**src/rtl/serRegPkg.sv**
```systemverilog
package serRegPkg;
  localparam int ADDR_W = 6;
  localparam int REG_W  = 8;

  localparam logic [ADDR_W-1:0] OFF_MODE  = 6'h00;
  localparam logic [ADDR_W-1:0] OFF_RATE  = 6'h04;
  localparam logic [ADDR_W-1:0] OFF_CTRL  = 6'h08;
  localparam logic [ADDR_W-1:0] OFF_TXD   = 6'h0C;
  localparam logic [ADDR_W-1:0] OFF_STAT  = 6'h10;
  localparam logic [ADDR_W-1:0] OFF_RXD   = 6'h14;
  localparam logic [ADDR_W-1:0] OFF_FCTL  = 6'h18;
  localparam logic [ADDR_W-1:0] OFF_RCNT  = 6'h1C;
  localparam logic [ADDR_W-1:0] OFF_PORT  = 6'h20;
  localparam logic [ADDR_W-1:0] OFF_LSTAT = 6'h24;

  localparam logic [REG_W-1:0] MASK_MODE = 8'h7B;
  localparam logic [REG_W-1:0] MASK_CTRL = 8'hFA;
  localparam logic [REG_W-1:0] MASK_PORT = 8'hF3;

  localparam int ST_TEND = 6;
  localparam int ST_TDE  = 5;
  localparam int ST_BRK  = 4;
  localparam int ST_RDF  = 1;
  localparam int ST_DR   = 0;

  localparam int CT_TXIE = 7;
  localparam int CT_RXIE = 6;
  localparam int CT_TXEN = 5;

  localparam int FC_CLR = 1;

  typedef enum logic [3:0] {
    RS_NONE, RS_MODE, RS_RATE, RS_CTRL, RS_TXD, RS_STAT,
    RS_RXD, RS_FCTL, RS_RCNT, RS_PORT
  } rdSel_e;

  typedef struct packed {
    logic   wrMode;
    logic   wrRate;
    logic   wrCtrl;
    logic   wrTxd;
    logic   wrStat;
    logic   wrFctl;
    logic   wrPort;
    logic   rdStat;
    logic   rdAny;
    rdSel_e rdSel;
  } strobe_t;
endpackage

```
**src/rtl/serRegDecode.sv**
```systemverilog
module serRegDecode
  import serRegPkg::*;
#(
  parameter int CNT_W = 5
) (
  input  logic [ADDR_W-1:0] busAddr,
  input  logic              busWrEn,
  input  logic              busRdEn,
  input  logic [CNT_W-1:0]  rxCount,
  output strobe_t           strb,
  output logic              rxPop
);
  logic [ADDR_W-1:0] wrHit;

  always_comb begin
    strb = '0;
    strb.rdSel = RS_NONE;
    if (busWrEn) begin
      unique case (busAddr)
        OFF_MODE: strb.wrMode = 1'b1;
        OFF_RATE: strb.wrRate = 1'b1;
        OFF_CTRL: strb.wrCtrl = 1'b1;
        OFF_TXD:  strb.wrTxd  = 1'b1;
        OFF_STAT: strb.wrStat = 1'b1;
        OFF_FCTL: strb.wrFctl = 1'b1;
        OFF_PORT: strb.wrPort = 1'b1;
        default:  ;
      endcase
    end
    if (busRdEn) begin
      strb.rdAny = 1'b1;
      unique case (busAddr)
        OFF_MODE: strb.rdSel = RS_MODE;
        OFF_RATE: strb.rdSel = RS_RATE;
        OFF_CTRL: strb.rdSel = RS_CTRL;
        OFF_TXD:  strb.rdSel = RS_TXD;
        OFF_STAT: strb.rdSel = RS_STAT;
        OFF_RXD:  strb.rdSel = RS_RXD;
        OFF_FCTL: strb.rdSel = RS_FCTL;
        OFF_RCNT: strb.rdSel = RS_RCNT;
        OFF_PORT: strb.rdSel = RS_PORT;
        default:  strb.rdSel = RS_NONE;
      endcase
      strb.rdStat = (busAddr == OFF_STAT);
    end
  end

  assign rxPop = busRdEn && (busAddr == OFF_RXD) && (rxCount != '0);

  // line-status writes raise no write strobe at all
  assign wrHit = {strb.wrMode, strb.wrRate, strb.wrCtrl, strb.wrTxd, strb.wrStat, strb.wrFctl};
  always_comb begin
    if (busWrEn && busAddr == OFF_LSTAT)
      a_r2_lstat_ignored: assert (wrHit == '0 && !strb.wrPort);
  end
endmodule

```
**src/rtl/serRegDatapath.sv**
```systemverilog
module serRegDatapath
  import serRegPkg::*;
#(
  parameter int DATA_W = 16,
  parameter int CNT_W  = 5
) (
  input  logic              clk,
  input  logic              rstN,
  input  strobe_t           strb,
  input  logic [DATA_W-1:0] busWdata,
  input  logic [REG_W-1:0]  rxData,
  input  logic [CNT_W-1:0]  rxCount,
  input  logic              rxTrigHit,
  input  logic              breakIn,
  output logic [DATA_W-1:0] busRdata,
  output logic              txStrobe,
  output logic [REG_W-1:0]  txByte,
  output logic              fifoClr,
  output logic [DATA_W-1:0] fifoCtlOut,
  output logic [REG_W-1:0]  modeOut,
  output logic [REG_W-1:0]  rateOut,
  output logic [REG_W-1:0]  ctrlOut,
  output logic [REG_W-1:0]  portOut,
  output logic              txIrq,
  output logic              rxIrq
);
  localparam int PAD_B = DATA_W - REG_W;
  localparam int PAD_C = DATA_W - CNT_W;

  logic [REG_W-1:0]  modeQ, rateQ, ctrlQ, portQ, txByteQ;
  logic [DATA_W-1:0] fctlQ, rdVal, rdQ;
  logic              txStbQ, fifoClrQ, rxIrqQ;
  logic              tendQ, tdeQ, brkQ, rdfQ, drQ;
  logic [REG_W-1:0]  statVal;
  logic              rearm;

  assign rearm = strb.rdStat && ctrlQ[CT_TXEN];

  always_ff @(posedge clk or negedge rstN) begin
    if (!rstN) begin
      modeQ    <= '0;
      rateQ    <= 8'hFF;
      ctrlQ    <= 8'h20;
      portQ    <= '0;
      fctlQ    <= '0;
      txByteQ  <= '0;
      txStbQ   <= 1'b0;
      fifoClrQ <= 1'b0;
    end else begin
      txStbQ   <= strb.wrTxd;
      fifoClrQ <= strb.wrFctl && busWdata[FC_CLR];
      if (strb.wrMode) modeQ <= busWdata[REG_W-1:0] & MASK_MODE;
      if (strb.wrRate) rateQ <= busWdata[REG_W-1:0];
      if (strb.wrCtrl) ctrlQ <= busWdata[REG_W-1:0] & MASK_CTRL;
      if (strb.wrPort) portQ <= busWdata[REG_W-1:0] & MASK_PORT;
      if (strb.wrFctl) fctlQ <= busWdata;
      if (strb.wrTxd)  txByteQ <= busWdata[REG_W-1:0];
    end
  end

  // Flags: hardware set first, software clear last so the clear wins.
  always_ff @(posedge clk or negedge rstN) begin
    if (!rstN) begin
      tendQ  <= 1'b1;
      tdeQ   <= 1'b1;
      brkQ   <= 1'b0;
      rdfQ   <= 1'b0;
      drQ    <= 1'b0;
      rxIrqQ <= 1'b0;
    end else begin
      if (rearm) begin
        tendQ <= 1'b1;
        tdeQ  <= 1'b1;
      end
      if (strb.wrCtrl && !busWdata[CT_TXEN]) tendQ <= 1'b1;
      if (strb.wrTxd) tdeQ <= 1'b0;
      if (breakIn) brkQ <= 1'b1;
      if (rxTrigHit) begin
        rdfQ <= 1'b1;
        if (ctrlQ[CT_RXIE]) rxIrqQ <= 1'b1;
      end
      if (rxCount != '0 && !rxTrigHit) drQ <= 1'b1;
      if (strb.wrStat) begin
        if (!busWdata[ST_TEND]) tendQ <= 1'b0;
        if (!busWdata[ST_TDE])  tdeQ  <= 1'b0;
        if (!busWdata[ST_BRK])  brkQ  <= 1'b0;
        if (!busWdata[ST_RDF])  rdfQ  <= 1'b0;
        if (!busWdata[ST_DR])   drQ   <= 1'b0;
        if (!busWdata[ST_RDF] || !busWdata[ST_DR]) rxIrqQ <= 1'b0;
      end
      if (strb.wrCtrl && !busWdata[CT_RXIE]) rxIrqQ <= 1'b0;
    end
  end

  always_comb begin
    statVal = '0;
    statVal[ST_TEND] = tendQ;
    statVal[ST_TDE]  = tdeQ;
    statVal[ST_BRK]  = brkQ;
    statVal[ST_RDF]  = rdfQ;
    statVal[ST_DR]   = drQ;
  end

  always_comb begin
    unique case (strb.rdSel)
      RS_MODE: rdVal = {{PAD_B{1'b0}}, modeQ};
      RS_RATE: rdVal = {{PAD_B{1'b0}}, rateQ};
      RS_CTRL: rdVal = {{PAD_B{1'b0}}, ctrlQ};
      RS_TXD:  rdVal = {{PAD_B{1'b0}}, txByteQ};
      RS_STAT: rdVal = {{PAD_B{1'b0}}, statVal};
      RS_RXD:  rdVal = (rxCount != '0) ? {{PAD_B{1'b0}}, rxData} : '0;
      RS_FCTL: rdVal = fctlQ;
      RS_RCNT: rdVal = {{PAD_C{1'b0}}, rxCount};
      RS_PORT: rdVal = {{PAD_B{1'b0}}, portQ};
      default: rdVal = '0;
    endcase
  end

  always_ff @(posedge clk or negedge rstN) begin
    if (!rstN) rdQ <= '0;
    else if (strb.rdAny) rdQ <= rdVal;
  end

  assign busRdata   = rdQ;
  assign txStrobe   = txStbQ;
  assign txByte     = txByteQ;
  assign fifoClr    = fifoClrQ;
  assign fifoCtlOut = fctlQ;
  assign modeOut    = modeQ;
  assign rateOut    = rateQ;
  assign ctrlOut    = ctrlQ;
  assign portOut    = portQ;
  assign txIrq      = ctrlQ[CT_TXIE];
  assign rxIrq      = rxIrqQ;

  a_r4_txd_clears_empty: assert property (@(posedge clk) disable iff (!rstN)
    strb.wrTxd |=> !tdeQ);
  a_r4_strobe_single: assert property (@(posedge clk) disable iff (!rstN)
    txStrobe |=> !txStrobe || $past(strb.wrTxd));
  a_r5_read_rearms: assert property (@(posedge clk) disable iff (!rstN)
    (rearm && !strb.wrTxd && !strb.wrStat) |=> (tdeQ && tendQ));
  a_r7_txirq_follows: assert property (@(posedge clk) disable iff (!rstN)
    strb.wrCtrl |=> (txIrq == $past(busWdata[CT_TXIE])));
  a_r8_ctrl_drops_rxirq: assert property (@(posedge clk) disable iff (!rstN)
    (strb.wrCtrl && !busWdata[CT_RXIE]) |=> !rxIrq);
  a_r3_zero_clears_break: assert property (@(posedge clk) disable iff (!rstN)
    (strb.wrStat && !busWdata[ST_BRK]) |=> !brkQ);
  a_r9_break_sets: assert property (@(posedge clk) disable iff (!rstN)
    (breakIn && !(strb.wrStat && !busWdata[ST_BRK])) |=> brkQ);
  a_r12_unmapped_zero: assert property (@(posedge clk) disable iff (!rstN)
    (strb.rdAny && strb.rdSel == RS_NONE) |=> (busRdata == '0));
endmodule

```
**src/rtl/serRegBank.sv**
```systemverilog
module serRegBank
  import serRegPkg::*;
#(
  parameter int DATA_W = 16,
  parameter int CNT_W  = 5
) (
  input  logic              clk,
  input  logic              rstN,
  input  logic [5:0]        busAddr,
  input  logic              busWrEn,
  input  logic              busRdEn,
  input  logic [DATA_W-1:0] busWdata,
  output logic [DATA_W-1:0] busRdata,
  input  logic [7:0]        rxData,
  input  logic [CNT_W-1:0]  rxCount,
  input  logic              rxTrigHit,
  input  logic              breakIn,
  output logic              rxPop,
  output logic              txStrobe,
  output logic [7:0]        txByte,
  output logic              fifoClr,
  output logic [DATA_W-1:0] fifoCtlOut,
  output logic [7:0]        modeOut,
  output logic [7:0]        rateOut,
  output logic [7:0]        ctrlOut,
  output logic [7:0]        portOut,
  output logic              txIrq,
  output logic              rxIrq
);
  strobe_t strb;

  serRegDecode #(.CNT_W(CNT_W)) uDecode (
    .busAddr (busAddr),
    .busWrEn (busWrEn),
    .busRdEn (busRdEn),
    .rxCount (rxCount),
    .strb    (strb),
    .rxPop   (rxPop)
  );

  serRegDatapath #(.DATA_W(DATA_W), .CNT_W(CNT_W)) uData (
    .clk        (clk),
    .rstN       (rstN),
    .strb       (strb),
    .busWdata   (busWdata),
    .rxData     (rxData),
    .rxCount    (rxCount),
    .rxTrigHit  (rxTrigHit),
    .breakIn    (breakIn),
    .busRdata   (busRdata),
    .txStrobe   (txStrobe),
    .txByte     (txByte),
    .fifoClr    (fifoClr),
    .fifoCtlOut (fifoCtlOut),
    .modeOut    (modeOut),
    .rateOut    (rateOut),
    .ctrlOut    (ctrlOut),
    .portOut    (portOut),
    .txIrq      (txIrq),
    .rxIrq      (rxIrq)
  );
endmodule

```
**config.mk**
```make
export PLATFORM = sky130hd
export DESIGN_NAME = serRegBank
export DESIGN_NICKNAME = d
export VERILOG_FILES = /design/src/rtl/serRegPkg.sv /design/src/rtl/serRegDecode.sv /design/src/rtl/serRegDatapath.sv /design/src/rtl/serRegBank.sv
export SDC_FILE = /design/constraint.sdc
export NUM_CORES = 1
export LEC_CHECK = 0
export ABC_AREA = 0
export CAP_MARGIN = 5
export CORE_MARGIN = 1
export CORE_UTILIZATION = 33
export CTS_BUF_LIST = sky130_fd_sc_hd__clkbuf_2
export CTS_CLUSTER_SIZE = 40
export DETAILED_ROUTE_END_ITERATION = 7
export PLACE_DENSITY = 0.73
export SLEW_MARGIN = 20
export SYNTH_ARGS = -nofsm -noshare
export SYNTH_HDL_FRONTEND = slang
export SYNTH_SLANG_ARGS = --single-unit
```
**constraint.sdc**
```tcl
create_clock -name clk -period 2.7 [get_ports clk]
set_input_delay 0.27 -clock clk [delete_from_list [all_inputs] [get_ports clk]]
set_output_delay 0.27 -clock clk [all_outputs]
set_load 0.03 [all_outputs]
```
# Word level (Yosys, flattened, before mapping)
# Cells that the tools add are included.
[word_totals]
output_inout_bits = 77
reg_bits = 74
inputBits = 41
wordCells = 81
[classes]
n_reduce_logical = 15
muxes = 34
eq_ne = 17
[op_table]
columns = ["operator", "n"]
rows = [
  ["16-bit case mux with 9 select lines", 1],
  ["4-bit case mux with 9 select lines", 1],
  ["1-bit 2-to-1 mux", 29],
  ["6-bit by 5-bit equality test with 1-bit output (second input constant)", 4],
  ["4-bit by 3-bit equality test with 1-bit output (second input constant)", 4],
  ["6-bit by 4-bit equality test with 1-bit output (second input constant)", 2],
  ["4-bit by 2-bit equality test with 1-bit output (second input constant)", 2],
  ["4-bit equality test (second input constant)", 2],
  ["8-bit 2-to-1 mux", 1],
  ["1-bit logical AND", 7],
  ["7-bit 2-to-1 mux", 1],
  ["6-bit by 3-bit equality test with 1-bit output (second input constant)", 1],
  ["6-bit equality test (second input constant)", 1],
  ["6-bit logical NOT", 1],
  ["6-bit 2-to-1 mux", 1],
  ["1-bit logical NOT", 5],
  ["5-bit nonzero test", 1],
  ["4-bit by 1-bit equality test with 1-bit output (second input constant)", 1],
  ["1-bit logical OR", 1],
]

# Longest topological paths before layout
# Gate-level depths: netlist of the first run.
[logic_depth]
ltp_word = 8
mapped_depth = 7
ltp_nobuf = 4

# Modules after synthesis
# A second synthesis of the first run with hierarchy kept.
[hier_totals]
cells_unflattened = 306
hier_area_um2 = 3701.0
[by_module_without_submodules]
columns = ["module", "cells_per_inst", "n_inst", "area_each_um2", "seq_area_each_um2"]
rows = [
  ["serRegDatapath", 271, 1, 3444.6, 1865.5],
  ["serRegDecode", 35, 1, 256.5, 0.0],
]

# Worst setup path before layout of the first run
# OpenSTA, ideal clock, no wires.
[synth_path]
kind = "input to register"
startpoint = "input port rxCount[1]"
endpoint = "register uData.rdQ[6] (netlist: uData.busRdata[6])"
cell_stages = 3
setup_ns = 0.127
arrival_ns = 1.513
path_buffers = 0
path_slack_ns = 1.060
t_required_ns = 2.573
path_cell_list = "or4_4 > o2111a_2 > a221o_2"
[synth_between]
elab_chain_cells = 3
[synth_rtl]
columns = ["item", "line_no", "text"]
rows = [
  ["from (decl)", "serRegBank.sv:15", "input logic [CNT_W-1:0] rxCount,"],
  ["5-bit nonzero test", "serRegDatapath.sv:111", "RS_RXD: rdVal = (rxCount != '0) ? {{PAD_B{1'b0}}, rxData} : '0;"],
  ["8-bit 2-to-1 mux", "serRegDatapath.sv:111", ""],
  ["16-bit case mux with 9 select lines", "serRegDatapath.sv:105", "unique case (strb.rdSel)"],
  ["to (signal assigned)", "serRegDatapath.sv:121", "else if (strb.rdAny) rdQ <= rdVal;"],
  ["to (decl)", "serRegDatapath.sv:31", "logic [DATA_W-1:0] fctlQ, rdVal, rdQ;"],
]
# No other way between the ends.
# A chain may end at the register's enable or synchronous reset.

# Final worst setup path of the first run
[layout_path]
startpoint = "input port busAddr[3]"
endpoint = "output port rxPop"
[layout_between]
elab_chain_cells = 3
[layout_rtl]
columns = ["item", "line_no", "text"]
rows = [
  ["from (decl)", "serRegBank.sv:9", "input logic [5:0] busAddr,"],
  ["6-bit by 5-bit equality test with 1-bit output", "serRegDecode.sv:48", "assign rxPop = busRdEn && (busAddr == OFF_RXD) && (rxCount != '0);"],
  ["1-bit logical AND (2 in a row)", "serRegDecode.sv:48", ""],
  ["to (decl)", "serRegBank.sv:18", "output logic rxPop,"],
]
# No other way between the ends.

==> results.py, run 1 <==
metrics = {
    "critical_path": {
        "start_kind": "input pin",
        "critPathCapture": "rxPop",
        "worstReg2RegEnd": "uData.busRdata[6]",
        "crit_path_end_kind": "output pin",
        "slowest_delay_ps": 730,
        "crit_slowest_cell": "clkdlybuf4s50_1",
        "cp.arrival_ps": 1950,
        "reg2reg_slack_ps": 1150,
        "crit_path_cell_trace": "clkdlybuf4s50_1 -> and2b_2 -> o2111a_2 -> buf_4",
        "r2r-start": "uData.ctrlOut[6]",
        "r2r_cells": 4,
        "critPathKind": "in2out",
        "crit_required_ps": 2430,
        "critPathLaunch": "busAddr[3]",
        "cp_max_fo": 14,
    },
    "floorplanning": {
        "rows": 36,
        "die_w_um": 104,
        "start_util": 0.346,
        "die_area_sq_um": 10800,
        "io_pins": 118,
        "die_h_um": 104,
        "fp.coreArea_sq_um": 9910,
    },
    "sta": {
        "finClkSkew_ps": 21.2,
        "fin_crit_ps": 2220,
        "setup_violations": 0,
        "finalHoldViolCount": 0,
        "drv_slew": 0,
        "slew_headroom": 0.371,
        "whs_ps": 315,
        "setup_ws_ps": 477,
        "tightest_slew_ps": 944,
        "rsz0062_at_grt": "false",
        "tns_ps": 0,
        "fin_crit_sh": 0.823,
        "max_freq_ghz": 0.450,
    },
    "clock_network": {
        "cts_root_buffer": "clkbuf_2",
        "cts_htree_levels": 3,
        "path_clk_slew_ps": 200,
        "postCtsSetupBuffers": 0,
        "cts_hold_buf": 1,
        "clock_latency_ps": 520,
        "numCtsBuffers": 9,
        "cts_tree": "done",
        "cts_resized": 0,
        "clk_path_buf_depth": 2,
        "cts_num_sinks": 74,
    },
    "job": {
        "max_cap_violations": 0,
    },
    "routing": {
        "ant_nets": 0,
        "firstDrtPassIters": 5,
        "avgRoutedWirePerCell_um": 19.4,
        "drc": 0,
        "routed_wl_um": 10100,
        "num_vias": 2756,
        "drt_iter0_markers": 205,
        "vias_per_cell": 5.28,
    },
    "power": {
        "max-vdd-ir-drop_mv": 0.293,
        "power_uw": 3030,
        "leakage_uw": 0.00212,
        "p_per_area_nw_per_um2": 619,
    },
    "place": {
        "io_buffers": 111,
        "routabilityCongestion": 0.820,
        "place_ws_ps": 345,
        "dp_hpwl_um": 7350,
    },
    "cells_and_area": {
        "synthToLayoutAreaGrowth_pct": 42.6,
        "num_antenna_cells": 0,
        "n_fill_cell": 904,
        "drive_above_1_share": 0.285,
        "layout_commonest_cell": "clkdlybuf4s50_1",
        "final_nets": 425,
        "multiInputGateArea_sq_um": 1450,
        "final_util": 0.494,
        "final_cell_mix": "clkdlybuf4s50_1 (109), dfrtp_1 (63), mux2_2 (51)",
        "regArea_sq_um": 1870,
    },
    "status": {
        "outcome": "finished, final reports clean",
    },
    "synthesis": {
        "ys_async_sr_fraction": 1.00,
        "ys_warn_count": 0,
        "yosysSeqAreaShare": 0.544,
        "ys_top_cells_by_area": "dfrtp_1 (46%), mux2_2 (17%), dfstp_2 (8.4%)",
        "ys.flop_type": "dfrtp_1",
        "yosysUniqueCellTypes": 53,
        "syn_area_sq_um": 3430,
        "netlist.area_leader.share": 0.459,
        "synth_seq_cells": 74,
        "synth_edf_count": 0,
        "synth_area_leader_cell": "dfrtp_1",
        "syn_area_per_cell_sq_um": 13.2,
        "syn_inst": 260,
    },
    "worst_hold_path": {
        "hold_path.class": "in2reg",
        "worstHoldPathCells": 3,
    },
    "grt": {
        "grt.overflow.total": 0,
        "antenna_found_initial": 0,
        "grt_usage": 0.193,
        "grt_pass1_wl_um": 16000,
        "grt_max_degree": 75,
        "grt_pass1_vias": 2807,
    },
}
[where the power goes]
part / leakage [uW] / total, uW / switching, uW / internal, uW
registers: 0.000946 / 1330 / 96.9 / 1240
clock network: 0.000107 / 912 / 411 / 501
logic: 0.00107 / 782 / 422 / 360
[per-stage QoR]
step,std cells,area [sq um]
floorplan,265,3450
global placement,505,4700
detailed placement,505,4700
CTS,522,4890
global route,522,4890
finish,522,4890
[layer usage]
metal | part of all wire | wire, um | global-route usage | vias up
li1 | - | - | - | 1219
met1 | 0.42 | 4290 | 0.260 | 1373
met2 | 0.48 | 4810 | 0.301 | 150
met3 | 0.084 | 848 | 0.0551 | 14
met4 | 0.017 | 171 | 0.0571 | 0
met5 | 0 | 0 | 0 | -
[sequential cells by signal, summed over array words and instances (netlist names)]
signal            flops
uData.rxIrq           1
uData.modeOut         6
uData.ctrlOut         6
uData.rdfQ            1
uData.busRdata       16
uData.tendQ           1
uData.txStrobe        1
uData.txByte          8
uData.fifoCtlOut     16
uData.tdeQ            1
uData.brkQ            1
uData.drQ             1
uData.fifoClr         1
uData.portOut         6
uData.rateOut         8
[kinds of logic (layout without fill, tap and decap cells)]
kind of cell    count (synthesis)  in the layout  share of synthesized area
other cells                     1              6                    0.00109
compound gates                 49             49                      0.117
flops                          74             74                      0.544
mux                            59             59                      0.202
buf+inv                        21            145                     0.0408
simple gates                   56             56                     0.0959
[layout make-up]
class                      instances  area share
clock inverter                     6      0.0281
clock buffer                      10      0.0102
multi-input combinational        170       0.295
inverter                           4     0.00307
timing repair buffer             125       0.248
tap                              133      0.0340
sequential                        74       0.381
[cells in the mapped netlist, types with 2 or more instances]
cell        n
o22a_1      3
mux2_2     51
a22o_1      9
nor2_1     11
clkbuf_1    3
nor2b_1     4
buf_4       8
and2b_2     2
nand4_1     3
o2bb2ai_1   2
nand2_1    11
inv_1       4
or3_1       2
mux4_2      3
nand3_1    11
clkbuf_8    2
dfstp_2    11
a32oi_1     3
a21oi_1     3
buf_2       3
a211o_2     2
a22oi_1     6
dfrtp_1    63
mux2i_1     5
o21ai_0     7
[worst max-delay path: cells and delay by family]
kind,cells,cell delay (ps)
buf+inv,2,940
simple gates,1,400
compound gates,1,340
[worst min-delay path by stage]
stage               from                 to  slack, ps
6_report       rxData[2]  uData.busRdata[2]        310
2_1_floorplan       rstN         uData.brkQ        -30
4_1_cts        rxData[2]  uData.busRdata[2]        270
3_5_place_dp        rstN    uData.txByte[4]        470
5_1_grt        rxData[2]  uData.busRdata[2]        270
3_3_place_gp        rstN  uData.busRdata[6]        470
Power figures use the tool's default switching activity.
==> run 2, diff against run 1 <==
- PLACE_DENSITY: 0.73 -> 0.76
- clock period: 2.7 -> 2 ns (I/O delays scaled with it)
==> run 2 against run 1 <==
Sequential power is 35% higher. Setup slack worse by 420 ps. Non-clock buffer count is 24 higher. First-iteration DRC count is 52% lower. Via count is 1.8% higher. Clock skew is 8.7 ps higher. Wire length is 1.6% lower. Clock power is 0.7% higher. Sequential share of layout area is 1.1 points lower. Global-route usage is 0.21 points higher. Power is 25% higher. Combinational power is 37% higher. Highest routed layer unchanged.
==> results.py, run 2 (synthesis gave the netlist of run 1 again) <==
metrics = {
    "status": {
        "outcome": "finished, final reports clean",
    },
    "critical_path": {
        "start_kind": "register",
        "cp.arrival_ps": 1740,
        "cp_max_fo": 3,
        "slowest_delay_ps": 660,
        "crit_required_ps": 1800,
        "crit_slowest_cell": "clkdlybuf4s50_1",
        "critPathBufInv": 1,
        "critPathKind": "reg2out",
        "crit_path_end_kind": "output pin",
        "worst_path_dominant_cell_family": "buffers and inverters",
        "crit_path_cell_trace": "clkdlybuf4s50_1",
    },
    "sta": {
        "finalHoldViolCount": 0,
        "whs_ps": 129,
        "drv_slew": 0,
        "fin_crit_sh": 0.972,
        "tns_ps": 0,
        "setup_violations": 0,
        "finClkSkew_ps": 29.9,
        "setup_ws_ps": 56.7,
        "rsz0062_at_grt": "false",
        "max_freq_ghz": 0.515,
        "fin_crit_ps": 1940,
    },
    "clock_network": {
        "path_clk_slew_ps": 190,
        "cts_root_buffer": "clkbuf_2",
        "clock_latency_ps": 520,
        "numCtsBuffers": 9,
        "clk_path_buf_depth": 2,
        "cts_num_sinks": 74,
        "cts_tree": "done",
        "cts_htree_levels": 3,
    },
    "cells_and_area": {
        "num_antenna_cells": 0,
        "layout_commonest_cell": "clkdlybuf4s50_1",
        "final_util": 0.508,
        "drive_above_1_share": 0.324,
        "regArea_sq_um": 1870,
        "synthToLayoutAreaGrowth_pct": 46.7,
        "multiInputGateArea_sq_um": 1450,
        "n_fill_cell": 881,
        "final_nets": 449,
        "final_cell_mix": "clkdlybuf4s50_1 (101), dfrtp_1 (63), mux2_2 (51)",
    },
    "power": {
        "power_frac_comb": 0.283,
        "max-vdd-ir-drop_mv": 0.392,
        "leakage_uw": 0.00229,
        "p_sw_frac": 0.318,
        "power_uw": 3780,
        "power_switching_uw": 1200,
        "clockPowerShare": 0.243,
        "internal-power_uw": 2580,
        "p_per_area_nw_per_um2": 750,
        "seqPwrFrac": 0.474,
    },
    "routing": {
        "drt_iter0_markers": 98,
        "drc": 0,
        "firstDrtPassIters": 4,
        "vias_per_cell": 5.14,
        "routed_wl_um": 9970,
        "avgRoutedWirePerCell_um": 18.3,
        "ant_nets": 0,
        "num_vias": 2806,
    },
    "grt": {
        "grt_max_degree": 47,
        "grt.overflow.total": 0,
        "antenna_found_initial": 0,
        "grt_usage": 0.195,
        "grt_pass1_wl_um": 16300,
        "grt_pass1_vias": 2928,
    },
    "floorplanning": {
        "die_area_sq_um": 10800,
        "fp.coreArea_sq_um": 9910,
        "rows": 36,
        "die_w_um": 104,
        "start_util": 0.346,
        "die_h_um": 104,
        "io_pins": 118,
    },
    "place": {
        "io_buffers": 111,
        "place_ws_ps": -96.0,
        "dp_hpwl_um": 7650,
        "routabilityCongestion": 0.857,
    },
    "job": {
        "max_cap_violations": 0,
    },
    "worst_hold_path": {
        "hold_path.class": "in2async",
    },
}
## run 2: cell count changes in the layout (fill, tap and decap cells not counted), sizes merged
cell	change
buf	+24
clkdlybuf4s50	-8
dlygate4sd2	+4
dlymetal6s2s	+4
bufinv	-2
clkinv	+2
clkinvlp	+1
inv	-1
## run 2: layout make-up
cell class	count	share of cell area
Sequential cell	74	0.371
Inverter	4	0.00298
Multi-Input combinational cell	170	0.287
Clock buffer	10	0.00994
Clock inverter	6	0.0162
Timing Repair Buffer	149	0.280
Tap cell	133	0.0331
## run 2: path summary, 6_finish.rpt
check                                  from                  end  slack, ps  depth (start not counted)
setup / recovery           uData.rateOut[4]           rateOut[4]         60                          1
hold / removal                         rstN  uData.fifoCtlOut[9]        130                          2
setup reg to reg           uData.ctrlOut[6]    uData.busRdata[6]        450                          4
hold reg to reg            uData.rateOut[1]     uData.rateOut[1]        520                          2
max in group asynchronous              rstN     uData.rateOut[1]       1230                          3
min in group clk                  rxData[2]    uData.busRdata[2]        250                          3
## run 2: metal layers
layer,GRT usage,routed length [um]
met4,0.0500,116
met3,0.0464,573
met5,0,0
met2,0.310,4700
met1,0.266,4570
## run 2: power by group through the flow
stage / sequential (uW) / clock [uW] / combinational (uW)
floorplan: 2090 / 0 / 279
global placement: 1820 / 0 / 1070
detailed placement: 1820 / 0 / 1080
CTS: 1790 / 945 / 1080
global route: 1820 / 1010 / 1130
finish: 1790 / 918 / 1070
## run 2: per-stage QoR
stage	instances	area [sq um]
final	546	5030
after detailed placement	527	4870
after global placement	527	4870
after floorplan	265	3450
after CTS	544	5010
after global routing	546	5030
## run 2: timing repair
| action | in CTS | in global routing |
|---|---|---|
| hold endpoints to repair | 65 | 0 |
| endpoints found under the setup margin | 4 | 5 |
| pin swaps | 0 | 0 |
| hold buffers | 1 | 0 |
| gates resized for setup | 4 | 4 |
| buffers inserted | 0 | 2 |
